[src/rtl/rx_bit_fifo_pkg.sv]
// Shared constants for the sync-gated receive bit FIFO.
// Assumes: the store depth is a power of two.
package rx_bit_fifo_pkg;
    localparam int FIFO_DEPTH = 16;
    localparam int SYNC_BITS  = 16;
    localparam int SYNC_FIX_W = 8;
    localparam logic [SYNC_FIX_W-1:0] SYNC_FIXED = 8'h2D;
    localparam int CNT_W      = $clog2(FIFO_DEPTH + 1);
    localparam int PTR_W      = $clog2(FIFO_DEPTH);
endpackage

[src/rtl/rxf_sync_gate.sv]
// Sync-word gate: shifts strobed bits while unlocked and locks when the latest
// bits equal {fixed high part, programmable low part}. Once locked, every
// strobed bit becomes a store request. Leaving valid-data clears the lock.
// Assumes: bit_stb is at most one cycle per bit.
module rxf_sync_gate #(
    parameter int SYNC_W = 16,
    parameter int FIX_W  = 8,
    parameter logic [FIX_W-1:0] FIX_PART = 8'h2D
) (
    input  logic                clk,
    input  logic                rst_n,
    input  logic                vdi,
    input  logic                bit_stb,
    input  logic                bit_val,
    input  logic [SYNC_W-FIX_W-1:0] prog_part,
    output logic                store_stb,
    output logic                store_bit
);
    localparam int HIST_W = SYNC_W - 1;

    logic [HIST_W-1:0] hist_q;
    logic              locked_q;
    logic [SYNC_W-1:0] target;
    logic              hit;

    // Compare history plus the incoming bit with the full sync word.
    always_comb begin
        target = {FIX_PART, prog_part};
        hit    = ({hist_q, bit_val} == target);
    end

    // Shift history and track lock; a low qualifier clears both.
    always_ff @(posedge clk) begin
        if (!rst_n) begin
            hist_q   <= '0;
            locked_q <= 1'b0;
        end else if (!vdi) begin
            hist_q   <= '0;
            locked_q <= 1'b0;
        end else if (bit_stb && !locked_q) begin
            hist_q <= {hist_q[HIST_W-2:0], bit_val};
            if (hit) begin
                locked_q <= 1'b1;
            end
        end
    end

    // Store only bits that follow a match while the qualifier is high.
    always_comb begin
        store_stb = bit_stb && vdi && locked_q;
        store_bit = bit_val;
    end

    assert_unlock_on_novdi_R4: assert property (@(posedge clk) disable iff (!rst_n)
        !vdi |=> !locked_q);
    assert_lock_needs_bit_R3: assert property (@(posedge clk) disable iff (!rst_n)
        $rose(locked_q) |-> ($past(bit_stb) && $past(vdi)));
    assert_no_store_unlocked_R2: assert property (@(posedge clk) disable iff (!rst_n)
        (!locked_q || !vdi) |-> !store_stb);
endmodule

[src/rtl/rxf_host_sync.sv]
// Host line conditioning: two-flop synchronizers on the serial clock and the
// active-low select, plus a rising-edge detector that yields a one-cycle pop.
// Assumes: each serial clock phase lasts at least two reference periods.
module rxf_host_sync #(
    parameter int STAGES = 2
) (
    input  logic clk,
    input  logic rst_n,
    input  logic host_sclk,
    input  logic host_sel_n,
    output logic sel_active,
    output logic pop_stb
);
    logic [STAGES:0]   sclk_q;
    logic [STAGES-1:0] sel_q;

    // Resynchronize the serial clock; one extra stage feeds the edge detector.
    always_ff @(posedge clk) begin
        if (!rst_n) begin
            sclk_q <= '0;
        end else begin
            sclk_q <= {sclk_q[STAGES-1:0], host_sclk};
        end
    end

    // Resynchronize the select, idling deselected.
    always_ff @(posedge clk) begin
        if (!rst_n) begin
            sel_q <= '1;
        end else begin
            sel_q <= {sel_q[STAGES-2:0], host_sel_n};
        end
    end

    // Pop on a synchronized rising serial clock while selected.
    always_comb begin
        sel_active = !sel_q[STAGES-1];
        pop_stb    = sclk_q[STAGES-1] && !sclk_q[STAGES] && sel_active;
    end

    assert_pop_single_R7: assert property (@(posedge clk) disable iff (!rst_n)
        pop_stb |=> !pop_stb);
endmodule

[src/rtl/rxf_bit_store.sv]
// Bit-wide circular store with occupancy count and sticky overflow.
// A push while full is accepted only when a pop happens in the same cycle.
// Assumes: DEPTH is a power of two so the pointers wrap naturally.
module rxf_bit_store #(
    parameter int DEPTH = 16,
    parameter int PW    = $clog2(DEPTH),
    parameter int CW    = $clog2(DEPTH + 1)
) (
    input  logic          clk,
    input  logic          rst_n,
    input  logic          push,
    input  logic          push_bit,
    input  logic          pop,
    input  logic          ovf_clr,
    output logic          head_bit,
    output logic [CW-1:0] count,
    output logic          ovf
);
    localparam logic [CW-1:0] FULL_CNT = CW'(DEPTH);

    logic [DEPTH-1:0] mem_q;
    logic [PW-1:0]    wr_q;
    logic [PW-1:0]    rd_q;
    logic [CW-1:0]    cnt_q;
    logic             ovf_q;
    logic             pop_ok;
    logic             push_ok;

    // Decide which requests take effect this cycle.
    always_comb begin
        pop_ok  = pop && (cnt_q != '0);
        push_ok = push && ((cnt_q != FULL_CNT) || pop_ok);
    end

    // Write accepted bits into the array.
    always_ff @(posedge clk) begin
        if (!rst_n) begin
            mem_q <= '0;
        end else if (push_ok) begin
            mem_q[wr_q] <= push_bit;
        end
    end

    // Advance the pointers and the occupancy count.
    always_ff @(posedge clk) begin
        if (!rst_n) begin
            wr_q  <= '0;
            rd_q  <= '0;
            cnt_q <= '0;
        end else begin
            if (push_ok) wr_q <= wr_q + 1'b1;
            if (pop_ok)  rd_q <= rd_q + 1'b1;
            case ({push_ok, pop_ok})
                2'b10:   cnt_q <= cnt_q + 1'b1;
                2'b01:   cnt_q <= cnt_q - 1'b1;
                default: cnt_q <= cnt_q;
            endcase
        end
    end

    // Overflow is sticky; a new drop wins over a same-cycle clear.
    always_ff @(posedge clk) begin
        if (!rst_n) begin
            ovf_q <= 1'b0;
        end else if (push && !push_ok) begin
            ovf_q <= 1'b1;
        end else if (ovf_clr) begin
            ovf_q <= 1'b0;
        end
    end

    // Present the oldest bit, or 0 when empty.
    always_comb begin
        head_bit = (cnt_q != '0) ? mem_q[rd_q] : 1'b0;
        count    = cnt_q;
        ovf      = ovf_q;
    end

    assert_count_bound_R9: assert property (@(posedge clk) disable iff (!rst_n)
        cnt_q <= FULL_CNT);
    assert_drop_when_full_R9: assert property (@(posedge clk) disable iff (!rst_n)
        (push && !pop && cnt_q == FULL_CNT) |=> (ovf_q && cnt_q == FULL_CNT));
    assert_ovf_sticky_R9: assert property (@(posedge clk) disable iff (!rst_n)
        (ovf_q && !ovf_clr) |=> ovf_q);
    assert_empty_pop_R8: assert property (@(posedge clk) disable iff (!rst_n)
        (pop && !push && cnt_q == '0) |=> (cnt_q == '0));
    assert_ptr_gap_R10: assert property (@(posedge clk) disable iff (!rst_n)
        (cnt_q != FULL_CNT) |-> (PW'(wr_q - rd_q) == PW'(cnt_q)));
endmodule

[src/rtl/rx_bit_fifo.sv]
// Top of the sync-gated receive bit FIFO: gates demodulated bits by sync
// match and valid-data, buffers them, and serves them to a serial host.
// Assumes: host serial clock at most a quarter of clk, phases >= 2 periods.
module rx_bit_fifo
    import rx_bit_fifo_pkg::*;
(
    input  logic       clk,
    input  logic       rst_n,
    input  logic       bit_stb,
    input  logic       bit_val,
    input  logic       vdi,
    input  logic [7:0] sync_low,
    input  logic [4:0] irq_level,
    input  logic       ovf_clr,
    input  logic       host_sel_n,
    input  logic       host_sclk,
    output logic       host_sdo,
    output logic       irq_flag,
    output logic       ovf_flag
);
    logic             store_stb;
    logic             store_bit;
    logic             sel_active;
    logic             pop_stb;
    logic             head_bit;
    logic [CNT_W-1:0] fill;

    rxf_sync_gate #(
        .SYNC_W   (SYNC_BITS),
        .FIX_W    (SYNC_FIX_W),
        .FIX_PART (SYNC_FIXED)
    ) u_gate (
        .clk       (clk),
        .rst_n     (rst_n),
        .vdi       (vdi),
        .bit_stb   (bit_stb),
        .bit_val   (bit_val),
        .prog_part (sync_low),
        .store_stb (store_stb),
        .store_bit (store_bit)
    );

    rxf_host_sync #(
        .STAGES (2)
    ) u_host (
        .clk        (clk),
        .rst_n      (rst_n),
        .host_sclk  (host_sclk),
        .host_sel_n (host_sel_n),
        .sel_active (sel_active),
        .pop_stb    (pop_stb)
    );

    rxf_bit_store #(
        .DEPTH (FIFO_DEPTH),
        .PW    (PTR_W),
        .CW    (CNT_W)
    ) u_store (
        .clk      (clk),
        .rst_n    (rst_n),
        .push     (store_stb),
        .push_bit (store_bit),
        .pop      (pop_stb),
        .ovf_clr  (ovf_clr),
        .head_bit (head_bit),
        .count    (fill),
        .ovf      (ovf_flag)
    );

    // Drive the host data line and the threshold flag.
    always_comb begin
        host_sdo = sel_active ? head_bit : 1'b0;
        irq_flag = (fill > irq_level);
    end

    assert_irq_needs_data_R5: assert property (@(posedge clk) disable iff (!rst_n)
        irq_flag |-> (fill != '0));
    assert_sdo_quiet_R6: assert property (@(posedge clk) disable iff (!rst_n)
        (fill == '0) |-> !host_sdo);
endmodule

[config.mk]
export PLATFORM = sky130hd
export DESIGN_NAME = rx_bit_fifo
export DESIGN_NICKNAME = d
export VERILOG_FILES = /design/src/rtl/rx_bit_fifo_pkg.sv /design/src/rtl/rxf_sync_gate.sv /design/src/rtl/rxf_host_sync.sv /design/src/rtl/rxf_bit_store.sv /design/src/rtl/rx_bit_fifo.sv
export SDC_FILE = /design/constraint.sdc
export NUM_CORES = 1
export LEC_CHECK = 0
export BUFFER_PORTS_ARGS = -buffer_cell sky130_fd_sc_hd__buf_2
export CAP_MARGIN = 20
export CORE_MARGIN = 10
export CORE_UTILIZATION = 63
export CTS_CLUSTER_SIZE = 20
export DETAILED_ROUTE_END_ITERATION = 10
export PLACE_DENSITY = 0.87
export SYNTH_ARGS = -nofsm -noshare
export SYNTH_HDL_FRONTEND = slang
export SYNTH_SLANG_ARGS = --single-unit
export TNS_END_PERCENT = 20
[constraint.sdc]
create_clock -name clk -period 7.2 [get_ports clk]
set_clock_uncertainty 0.05 [all_clocks]
set_input_delay 0.36 -clock clk [delete_from_list [all_inputs] [get_ports clk]]
set_output_delay 0.36 -clock clk [all_outputs]
set_load 0.02 [all_outputs]
After elaboration in Yosys (flattened, before gate mapping)
Cells that the tools add are included.

$add $sub $neg: 4. Order comparisons: 4. Equal/unequal tests: 4. Multiplexer cells: 10. Reductions and logical operators: 19.

Operators with widths (count): bitwise mux 16 bit (1); == test 16 x 14 -> 1 bit (1); < comparator 4 x 5 -> 1 bit, second input constant (2); one-hot mux 5 bit (2 select lines) (1); logical AND 1 bit (9); adder 4 x 1 -> 4 bit, second input constant (2); two-way mux 1 bit (6); adder 5 x 1 -> 5 bit, second input constant (1); greater-than comparator 5 bit (1); != test 5 bit, second input constant (1); nonzero test 5 bit (1); subtractor 5 x 1 -> 5 bit, second input constant (1); binary-select mux 1 bit (select 4 bit) (1); demux 1 bit (select 4 bit) (1); greater-or-equal comparator 4 x 1 -> 1 bit, second input constant (1); zero test 1 bit (4); AND reduction 2 bit (2); nonzero test 2 bit (2); == test 2 x 1 -> 1 bit, second input constant (1); == test 2 bit, second input constant (1); logical OR 1 bit (1).

Flip-flop bits (word level): 51. Output and inout port bits: 3. Word-level logic and storage cells: 50.

Longest topological paths before layout
Depth in word-level cells: 9. Gate-level depth with buffers: 10. Gate-level depth less buffers: 9.

Modules after synthesis
From an unflattened synthesis, not the netlist that was laid out.

Cells, all modules: 314. Area total of the unflattened synthesis: 2752.6 sq um.

Modules (own cells, without submodules): rxf_bit_store (instances 1, cells an instance 199, area each 1721.7 sq um, seq. area each 600.6 sq um); rxf_sync_gate (instances 1, cells an instance 85, area each 755.7 sq um, seq. area each 320.3 sq um); rxf_host_sync (instances 1, cells an instance 12, area each 147.6 sq um, seq. area each 100.1 sq um); rx_bit_fifo (instances 1, cells an instance 18, area each 127.6 sq um, seq. area each 0.0 sq um).

Worst setup path before layout
OpenSTA, ideal clock, no wires.

Path type: register to register. Start: reg u_store.cnt_q[0] (netlist: u_store.count[0]). End: reg u_store.cnt_q[4] (netlist: u_store.count[4]). Library setup time: 0.071 ns. Data arrival time: 2.512 ns. Required time: 7.079 ns. Setup slack: 4.567 ns. Stages on the path, launching flop included: 11. Path buffers: 1. Period minus slack after synthesis: 2.633 ns. Cells stage by stage: dfxtp_1 > or4_1 > clkbuf_2 > o21ai_0 > nor2_1 > fa_1 > a21o_1 > a21oi_1 > mux2i_1 > a21oi_1 > a21oi_1.

Word-level cells in the longest chain between the ends: 6. Elaborated cells between the ends (all ways): 11. Those cells by class: add/sub: 2; eq/ne: 3; mux: 1; reduce/logical: 5.

Ends and longest elaborated chain: start, declared (RTL line rxf_bit_store.sv:24) `logic [CW-1:0] cnt_q;`; start signal, assigned (RTL line rxf_bit_store.sv:54) `2'b10: cnt_q <= cnt_q + 1'b1;`; start signal, assigned (RTL line rxf_bit_store.sv:55) `2'b01: cnt_q <= cnt_q - 1'b1;`; start signal, assigned (RTL line rxf_bit_store.sv:56) `default: cnt_q <= cnt_q;`; nonzero test 5 bit (RTL line rxf_bit_store.sv:31) `pop_ok = pop && (cnt_q != '0);`; logical AND 1 bit (RTL line rxf_bit_store.sv:31); logical OR 1 bit (RTL line rxf_bit_store.sv:32) `push_ok = push && ((cnt_q != FULL_CNT) || pop_ok);`; logical AND 1 bit (RTL line rxf_bit_store.sv:32); == test 2 x 1 -> 1 bit or == test 2 bit (tied branches) (RTL line rxf_bit_store.sv:53) `case ({push_ok, pop_ok})`; one-hot mux 5 bit (2 select lines) or nonzero test 2 bit (tied branches).

Parallel ways exist; a longest one is shown, timed or not. A chain may end at the register's enable or synchronous reset.

Worst setup path in the final report
Start: reg u_store.cnt_q[1] (netlist: u_store.count[1]). End: reg u_store.cnt_q[4] (netlist: u_store.count[4]).

The elaborated chain is that of the path after synthesis.

==> reports/qor.yml <==
grt:
  gr-max-usage-layer: "met2"
  overflow: 0
  grt_util_met1_pct: 15.8
  grt_util_met3_pct: 3.61
  grt_max_degree: 30
  grt_pass1_vias: 1918
  grt_use_total_pct: 13.9
  grt_pass1_wl_um: 8380
  grt.met2_usage_pct: 24.4
  grt_antenna_before_repair: 0
synth:
  synth.cell_area_um2: 2540
  synth_warnings: 0
  synth.area.top_cells: "dfxtp_1, mux2i_1, ha_1, nand2_1, nor2_1"
  netlist_instances: 288
  yosys_register_bits: 51
  yosys.cell_types.count: 39
  synth.largest_area_cell: "dfxtp_1"
  async_reset_ff_share_pct: 0
  synth_top_area_share_pct: 40.1
  yosysSeqAreaShare_pct: 40.1
  avgSynthCellArea_um2: 8.84
  synth_edf_count: 0
  synthesis.nets: 323
  synth_top_flop_cell: "dfxtp_1"
floorplanning:
  die_height_um: 83.6
  num_rows: 23
  ioPinCount: 24
  core_region_area_um2: 3940
  die_w_um: 83.6
  dieArea_um2: 6980
  start_util_pct: 64.6
clock_tree:
  cts-root-buf: "clkbuf_8"
  cts-resized-gates: 0
  cts_sinks: 51
  clockBufferDepth: 2
  htreeDepth: 2
  worst_skew_pair.late_latency_ns: 0.31
  numCtsBuffers: 5
  tritoncts: "built"
  post-cts-setup-buffers: 0
  cts.clk_slew.worst_paths_ns: 0.09
  holdBufCountCts: 0
place:
  io_buffers: 23
  hpwl_um: 3590
  place_congestion: 0.801
  placed_cells: 345
critical_path:
  worstPathRequired_ns: 7.38
  worstSetupPathType: "reg -> reg"
  critPathArrivalTime_ns: 3.08
  end_kind: "flop"
  startpoint_type: "flop"
  reg2regPathDepth: 9
  cp_max_fo: 6
layout:
  fillers: 307
  seq_area_um2: 1020
  area_growth_pct: 7.52
  instances_no_fill: 353
  layout-drive-gt1-share_pct: 12.9
  diodes: 0
  multiInputGateArea_um2: 1420
  num-nets-final: 337
min_path:
  worstHoldPathCells: 2
  hp-class: "in -> reg"
timing:
  timing.max_slew.rel_slack_pct: 33.4
  fin_crit_ns: 2.90
  setup-tns-final_ns: 0
  fmax_mhz: 345
  setup_viol: 0
  timing.final.max_slew_violations: 0
  worstMarginPinSlew_ns: 0.997
  hold_violations: 0
  rsz0062_at_grt: "false"
  fin_hold_ws_ns: 0.182
  fin_crit_sh_pct: 40.2
route:
  antenna_left: 0
  post_drt_wl_per_cell_um: 13.9
  first_pass_iters: 5
  avgViaCountPerCell: 5.63
  drc: 0
  drt_iter0_markers: 142
  vias: 1986
  wl_um: 4910
power_and_ir_drop:
  ir_drop_mv: 0.126
  p_total_mw: 0.463
  p_per_area_nw_per_um2: 169
  p_leak_nw: 1.17
run_status:
  status: "completed"
run:
  maxCapViolations: 0
==> cells by family after synthesis <==
logic type | count (synthesis) | synth area share, %
AO/OA/AOI/OAI | 35 | 8.21
XOR/XNOR | 17 | 5.85
adder cells (fa/ha/maj) | 14 | 7.18
buffers and inverters | 26 | 4.28
flip-flops | 51 | 40.1
multiplexers | 26 | 12.7
AND/OR/NAND/NOR | 119 | 21.6
==> path summary, 6_finish.rpt <==
path | start | end | slack (ns)
hold reg to reg | u_host.sel_q[0] | u_host.sel_q[1] | 0.36
hold / removal | host_sel_n | u_host.sel_q[0] | 0.18
setup reg to reg | u_store.count[1] | u_store.count[4] | 4.30
setup / recovery | u_store.count[1] | u_store.count[4] | 4.30
==> cell usage after synthesis (3+ instances only) <==
cell,count
and2_1,3
xor2_1,6
mux4_2,4
nand3_1,17
inv_1,9
dfxtp_1,51
clkbuf_1,12
mux2i_1,20
nor2b_1,4
ha_1,13
o21ai_0,3
xnor2_1,11
nand4_1,8
nand2b_1,5
a21oi_1,22
nor2_1,36
nand2_1,37
==> layout make-up <==
type                    instances  share of cell area (%)
clock buffers                   7                    2.79
clock inverters                 1                   0.183
inverters                       9                    1.23
multi-input cells             211                    51.7
flip-flops and latches         51                    37.3
well taps                      50                    2.29
repair buffers                 24                    4.48
==> critical path, stage by stage (launching register included) <==
cell,delay [ns]
dfxtp_1,0.38
or4_1,0.66
o21ai_0,0.25
nor2_1,0.13
fa_1,0.42
a21o_1,0.17
a21oi_1,0.30
mux2i_1,0.23
a21oi_1,0.08
a21oi_1,0.15
==> through the flow <==
stage / instance area [um^2] / util, % / setup WS (ns)
5_1_grt: 2740 / 69.4 / 4.17
3_5_place_dp: 2660 / 67.3 / 4.36
2_1_floorplan: 2540 / - / 4.57
3_3_place_gp: 2660 / 67.3 / 4.41
4_1_cts: 2740 / 69.4 / 4.32
6_report: 2740 / 69.4 / 4.30
==> sequential cells by signal, indices dropped and copies added (netlist names) <==
signal           flops
u_gate.hist_q       15
u_gate.locked_q      1
u_host.sclk_q        3
u_host.sel_q         2
u_store.count        5
u_store.mem_q       16
u_store.ovf          1
u_store.rd_q         4
u_store.wr_q         4
==> report_power, final <==
part / switching (mW) / internal, mW / leakage, nW
logic: 0.0136 / 0.00876 / 0.717
registers: 0.000693 / 0.283 / 0.412
clock network: 0.0883 / 0.0683 / 0.0422
==> layer usage <==
metal,routed length [um],vias up
met3,216,7
li1,-,1005
met1,2160,933
met5,0,-
met4,61,0
met2,2470,41
==> placed cells by master (no fill, tap or decap), types with 2 or more instances in the layout <==
cell type	count
nor3_1	2
nand3_1	17
buf_2	23
nand2b_1	5
nand2_1	37
clkbuf_1	2
xnor2_1	11
ha_1	13
mux2i_1	20
nor4bb_1	2
mux4_2	4
a21o_1	2
xor2_1	6
nor2_1	36
nor2b_1	4
clkbuf_8	5
and2_1	3
nand4_1	8
dfxtp_1	51
o21ai_0	3
a21oi_1	22
inv_1	9
Note: power is estimated with default switching activity, not from simulation.
